==> src/rtl/gpio_port_pkg.sv <==
package gpio_port_pkg;

  localparam int unsigned CFG_ADDR_W = 2;

  typedef enum logic [CFG_ADDR_W-1:0] {
    SEL_LATCH    = 2'd0,
    SEL_DRV_MODE = 2'd1,
    SEL_IN_MODE  = 2'd2,
    SEL_CTRL     = 2'd3
  } cfg_sel_e;

  localparam int unsigned CTRL_PU_DIS_BIT = 0;

  typedef struct packed {
    logic lo;
    logic hi;
    logic pu;
  } pad_ctl_t;

endpackage

==> src/rtl/gpio_port_regs.sv <==
module gpio_port_regs
  import gpio_port_pkg::*;
#(
  parameter int unsigned WIDTH = 8
) (
  input  logic                  clk,
  input  logic                  rst_n,
  input  logic                  cfg_valid,
  output logic                  cfg_ready,
  input  logic [CFG_ADDR_W-1:0] cfg_addr,
  input  logic [WIDTH-1:0]      cfg_wdata,
  output logic [WIDTH-1:0]      latch_q,
  output logic [WIDTH-1:0]      drv_mode_q,
  output logic [WIDTH-1:0]      in_mode_q,
  output logic                  pu_dis_q
);

  logic     accept;
  cfg_sel_e sel;

  assign sel    = cfg_sel_e'(cfg_addr);
  assign accept = cfg_valid & cfg_ready;

  always_ff @(posedge clk or negedge rst_n) begin
    if (!rst_n) begin
      cfg_ready <= 1'b0;
    end else begin
      cfg_ready <= 1'b1;
    end
  end

  always_ff @(posedge clk or negedge rst_n) begin
    if (!rst_n) begin
      latch_q    <= '1;
      drv_mode_q <= '0;
      in_mode_q  <= '1;
      pu_dis_q   <= 1'b0;
    end else if (accept) begin
      unique case (sel)
        SEL_LATCH:    latch_q    <= cfg_wdata;
        SEL_DRV_MODE: drv_mode_q <= cfg_wdata;
        SEL_IN_MODE:  in_mode_q  <= cfg_wdata;
        SEL_CTRL:     pu_dis_q   <= cfg_wdata[CTRL_PU_DIS_BIT];
        default:      ;
      endcase
    end
  end

endmodule

==> src/rtl/gpio_port_sync.sv <==
module gpio_port_sync #(
  parameter int unsigned WIDTH  = 8,
  parameter int unsigned STAGES = 2
) (
  input  logic             clk,
  input  logic             rst_n,
  input  logic [WIDTH-1:0] d,
  output logic [WIDTH-1:0] q
);

  logic [WIDTH-1:0] stage_q [STAGES];

  always_ff @(posedge clk or negedge rst_n) begin
    if (!rst_n) begin
      stage_q[0] <= '0;
    end else begin
      stage_q[0] <= d;
    end
  end

  for (genvar s = 1; s < STAGES; s++) begin : g_stage
    always_ff @(posedge clk or negedge rst_n) begin
      if (!rst_n) begin
        stage_q[s] <= '0;
      end else begin
        stage_q[s] <= stage_q[s-1];
      end
    end
  end

  assign q = stage_q[STAGES-1];

endmodule

==> src/rtl/gpio_port_pin.sv <==
module gpio_port_pin
  import gpio_port_pkg::*;
(
  input  logic     latch_bit,
  input  logic     push_pull,
  input  logic     digital,
  input  logic     pu_dis,
  input  logic     per_out_en,
  input  logic     per_out_val,
  input  logic     per_in_en,
  input  logic     force_od,
  input  logic     sync_level,
  output pad_ctl_t ctl,
  output logic     rd,
  output logic     skip
);

  logic drive_val;
  logic eff_pp;

  always_comb begin
    drive_val = per_out_en ? per_out_val : latch_bit;
    eff_pp    = push_pull & ~force_od;
    ctl.lo    = ~per_in_en & ~drive_val;
    ctl.hi    = ~per_in_en & eff_pp & drive_val;
    ctl.pu    = ~pu_dis & digital & ~ctl.lo;
    rd        = sync_level & digital;
    skip      = ~digital;
  end

endmodule

==> src/rtl/gpio_port_ctrl.sv <==
module gpio_port_ctrl
  import gpio_port_pkg::*;
#(
  parameter int unsigned WIDTH       = 8,
  parameter int unsigned SYNC_STAGES = 2
) (
  input  logic                  clk,
  input  logic                  rst_n,
  input  logic                  cfg_valid,
  output logic                  cfg_ready,
  input  logic [CFG_ADDR_W-1:0] cfg_addr,
  input  logic [WIDTH-1:0]      cfg_wdata,
  input  logic [WIDTH-1:0]      xbar_out_en,
  input  logic [WIDTH-1:0]      xbar_out_val,
  input  logic [WIDTH-1:0]      xbar_in_en,
  input  logic [WIDTH-1:0]      xbar_force_od,
  input  logic [WIDTH-1:0]      pad_in,
  output logic [WIDTH-1:0]      pad_drv_lo,
  output logic [WIDTH-1:0]      pad_drv_hi,
  output logic [WIDTH-1:0]      pad_pu_en,
  output logic [WIDTH-1:0]      pin_rd,
  output logic [WIDTH-1:0]      xbar_skip
);

  logic [WIDTH-1:0] latch_q;
  logic [WIDTH-1:0] drv_mode_q;
  logic [WIDTH-1:0] in_mode_q;
  logic             pu_dis_q;
  logic [WIDTH-1:0] sync_q;

  gpio_port_regs #(.WIDTH(WIDTH)) u_regs (
    .clk        (clk),
    .rst_n      (rst_n),
    .cfg_valid  (cfg_valid),
    .cfg_ready  (cfg_ready),
    .cfg_addr   (cfg_addr),
    .cfg_wdata  (cfg_wdata),
    .latch_q    (latch_q),
    .drv_mode_q (drv_mode_q),
    .in_mode_q  (in_mode_q),
    .pu_dis_q   (pu_dis_q)
  );

  gpio_port_sync #(.WIDTH(WIDTH), .STAGES(SYNC_STAGES)) u_sync (
    .clk   (clk),
    .rst_n (rst_n),
    .d     (pad_in),
    .q     (sync_q)
  );

  for (genvar i = 0; i < WIDTH; i++) begin : g_pin
    pad_ctl_t ctl;
    gpio_port_pin u_pin (
      .latch_bit   (latch_q[i]),
      .push_pull   (drv_mode_q[i]),
      .digital     (in_mode_q[i]),
      .pu_dis      (pu_dis_q),
      .per_out_en  (xbar_out_en[i]),
      .per_out_val (xbar_out_val[i]),
      .per_in_en   (xbar_in_en[i]),
      .force_od    (xbar_force_od[i]),
      .sync_level  (sync_q[i]),
      .ctl         (ctl),
      .rd          (pin_rd[i]),
      .skip        (xbar_skip[i])
    );
    assign pad_drv_lo[i] = ctl.lo;
    assign pad_drv_hi[i] = ctl.hi;
    assign pad_pu_en[i]  = ctl.pu;
  end

endmodule

==> config.mk <==
export PLATFORM = sky130hd
export DESIGN_NAME = gpio_port_ctrl
export DESIGN_NICKNAME = d
export VERILOG_FILES = /design/src/rtl/gpio_port_pkg.sv /design/src/rtl/gpio_port_regs.sv /design/src/rtl/gpio_port_sync.sv /design/src/rtl/gpio_port_pin.sv /design/src/rtl/gpio_port_ctrl.sv
export SDC_FILE = /design/constraint.sdc
export NUM_CORES = 1
export LEC_CHECK = 0
export CORE_AREA = 2 2 84 86
export CTS_BUF_LIST = sky130_fd_sc_hd__clkbuf_8
export DETAILED_ROUTE_END_ITERATION = 12
export DIE_AREA = 0 0 86 88
export DONT_BUFFER_PORTS = 1
export PLACE_DENSITY = 0.42
export SYNTH_ARGS = -nofsm -noshare
export SYNTH_HDL_FRONTEND = slang
export SYNTH_SLANG_ARGS = --single-unit
==> constraint.sdc <==
create_clock -name clk -period 1.5 [get_ports clk]
set_clock_uncertainty 0.1 [all_clocks]
set_input_delay 0.225 -clock clk [delete_from_list [all_inputs] [get_ports clk]]
set_output_delay 0.225 -clock clk [all_outputs]
set_load 0.02 [all_outputs]
==> flow_summary_export.csv <==
group,metric,value,unit
place,dpl_cell_area,2200,um^2
worst_setup_path,r2r_setup_slack,100,ps
worst_setup_path,crit_path_max_fanout,3,
hold_path,hold_path.class,"in2reg",
clock_tree,clock_latency,290,ps
route,wl,4320,um
place,hpwl,3060,um
grt,gr-total-overflow,0,
route,drt-initial-drc-count,29,
route,ant_nets,0,
outcome,outcome,"finished with violations",
route,num_vias,1204,
clock_tree,clockBufferDepth,2,
synthesis,yosysUniqueCellTypes,16,
grt,grt_usage,11.9,%
grt,grt_max_degree,43,
grt,grt.met3_usage,4.34,%
pwr,leakage,1.13,nW
synthesis,synth_top_family_by_area,"multiplexers",
worst_setup_path,cp-start-kind,"flip-flop",
synthesis,yosysTopAreaCell,"dfrtp_1",
synthesis,postSynthCellCount,146,
clock_tree,clk_pin_slew,80,ps
clock_tree,cts_tree,"built",
synthesis,synth_compound_area_share,3.09,%
clock_tree,cts_sinks,42,
synthesis,yosysWarnings,0,
place,gp_congestion,0.745,
timing,finalWorstSetupSlack,-156,ps
grt,grt_use_met2,21.2,%
synthesis,synth_seq_area_share,55.2,%
worst_setup_path,reg2reg_depth,2,
floorplan,rows,30,
synthesis,synthXorXnorAreaFrac,0,%
floorplan,chipWidth,86,um
route,drcViolationCount,0,
synthesis,synthMuxAreaShare,20.2,%
hold_path,hold_start,"cfg_valid",
grt,antenna_found_initial,0,
synthesis,syn_area_per_cell,13.3,um^2
floorplan,die_h,88,um
clock_tree,ctsHtreeMaxLevel,2,
worst_setup_path,reg2reg_to,"u_regs.in_mode_q[2]$_DFFE_PN1P_",
worst_setup_path,crit_type,"reg2out",
layout,area_growth,35.8,%
route,dr.pass1.iters,4,
timing,finalSetupViolations,17,
timing,finalMaxSlewViolations,0,
worst_setup_path,critPathArrivalTime,1330,ps
clock_tree,cts_root_buffer,"clkbuf_8",
outcome,violations,"negative setup slack",
timing,finalSetupTns,-2000,ps
worst_setup_path,r2r_start,"u_regs.cfg_ready$_DFF_PN0_",
layout,drive_above_1_share,62.0,%
layout,nets,236,
worst_setup_path,crit_path_end_kind,"output port",
timing,rsz0062_at_grt,"true",
pwr,finalPower,3.20,mW
route,viasPerCell,4.56,
grt,grt_pass1_wl,6700,um
floorplan,die-area,7570,um^2
clock_tree,numCtsBuffers,5,
synthesis,synthTopCellsByArea,"dfrtp_1 34%, dfstp_2 22%, mux2_2 9.9%",
timing,finalHoldViolCount,0,
timing,period_share,110,%
worst_setup_path,crit_path_end,"pad_drv_hi[2]",
worst_setup_path,cp.required,1170,ps
run,maxCapViolCount,0,
pwr,p_per_area,1210,nW/um^2
grt,grt_pass1_vias,1287,
layout,utilization,39.7,%
layout,final_cell_area,2640,um^2
grt,busiest_layer,"met2",
floorplan,start_util,29.2,%
floorplan,ios,94,
timing,fmax,604,MHz
route,wl_per_cell,16.4,um
timing,final.min_clock_period,1660,ps
pwr,peakVddDrop,0.525,mV
synthesis,synthAdderAreaFrac,0,%
place,numPortBuffers,0,
layout,diodes,0,
synthesis,yosys.area.top_type_share,33.5,%
synthesis,synth_fp_nets,199,
synthesis,yosys.area_share.simple,11.3,%
synthesis,ys_ff_latch,42,
worst_setup_path,crit_path_start,"u_regs.latch_q[2]$_DFFE_PN1P_",
floorplan,core,6640,um^2
grt,met1_usage,13.1,%
synthesis,netlist_area,1940,um^2
[worst min-delay path by stage]
| stage | end | cells past startpoint |
|---|---|---|
| 4_1_cts | u_regs.pu_dis_q$_DFFE_PN0P_ | 2 |
| 3_5_place_dp | u_sync.stage_q[12]$_DFF_PN0_ | 0 |
| 5_1_grt | u_regs.pu_dis_q$_DFFE_PN0P_ | 2 |
| 3_3_place_gp | u_sync.stage_q[13]$_DFF_PN0_ | 0 |
| 6_report | u_regs.pu_dis_q$_DFFE_PN0P_ | 2 |
| 2_1_floorplan | u_regs.cfg_ready$_DFF_PN0_ | 0 |
[layout make-up]
class	instances	area (um^2)
multi-input combinational	70	885
tap	80	100
clock buffer	6	82.6
clock inverter	2	8.76
fill	641	4010
timing repair buffer	48	428
sequential	42	1070
inverter	16	60.1
[timing repair]
item / in CTS / in global routing
endpoints found under the setup margin: 24 / 22
pin swaps: 8 / 2
buffers inserted: 3 / 1
hold endpoints to repair: 75 / 0
hold buffers: 18 / 0
resized for setup: 24 / 9
[through the flow]
stage               setup WS [ps]  hold slack, ps  cells
floorplan                    92.1            -171    146
global placement              114            -169    234
detailed placement           74.7            -169    234
CTS                          -171            85.8    263
global route                 -254            87.3    264
finish                       -156            94.0    264
[synthesized netlist by cell type]
cell type   n
dfrtp_1    26
inv_1      16
buf_6       1
nand4b_2    2
conb_1      1
and2_1     16
a211oi_1    8
mux2_4      8
nand4_1     1
dfstp_2    16
clkbuf_1    1
buf_4      16
and4bb_1    1
mux2i_1     8
mux2_2     17
nor4b_1     8
[where the power goes]
| group | switching (mW) | internal, mW | leakage (nW) |
|---|---|---|---|
| combinational | 0.437 | 0.494 | 0.604 |
| clock | 0.377 | 0.365 | 0.0524 |
| sequential | 0.147 | 1.38 | 0.473 |
[worst max-delay path: stages (launching register included)]
cell	delay, ps
dfstp_2	560
mux2i_4	80
nor4b_2	220
buf_4	180
[cell usage in the layout, fill, tap and decap left out]
cell	instances
buf_12	2
nand4_1	1
clkbuf_8	6
mux2_2	17
conb_1	1
mux2i_4	8
dfrtp_1	25
dfrtp_2	1
dlygate4sd3_1	17
mux2_4	8
a211oi_2	8
nand4b_2	2
dfstp_2	16
and2_4	8
nor4b_2	8
and2_1	8
and4bb_1	1
buf_4	29
inv_1	17
clkinv_2	1
[metal layers]
layer | vias up | wire length, um
li1 | 560 | -
met1 | 586 | 1590
met2 | 56 | 2340
met3 | 2 | 361
met4 | 0 | 29
met5 | - | 0
[cell families after synthesis]
family	after synthesis
AO/OA/AOI/OAI	8
buffers and inverters	34
flip-flops	42
multiplexers	33
other	1
AND/OR/NAND/NOR	28
[registers in the layout (all words and copies together) (netlist names)]
| register | cells |
|---|---|
| u_sync.stage_q | 8 |
| u_regs.pu_dis_q | 1 |
| u_regs.in_mode_q | 8 |
| u_regs.drv_mode_q | 8 |
| u_sync.q | 8 |
| u_regs.cfg_ready | 1 |
| u_regs.latch_q | 8 |
No activity file was read; power rests on OpenSTA's default activity.
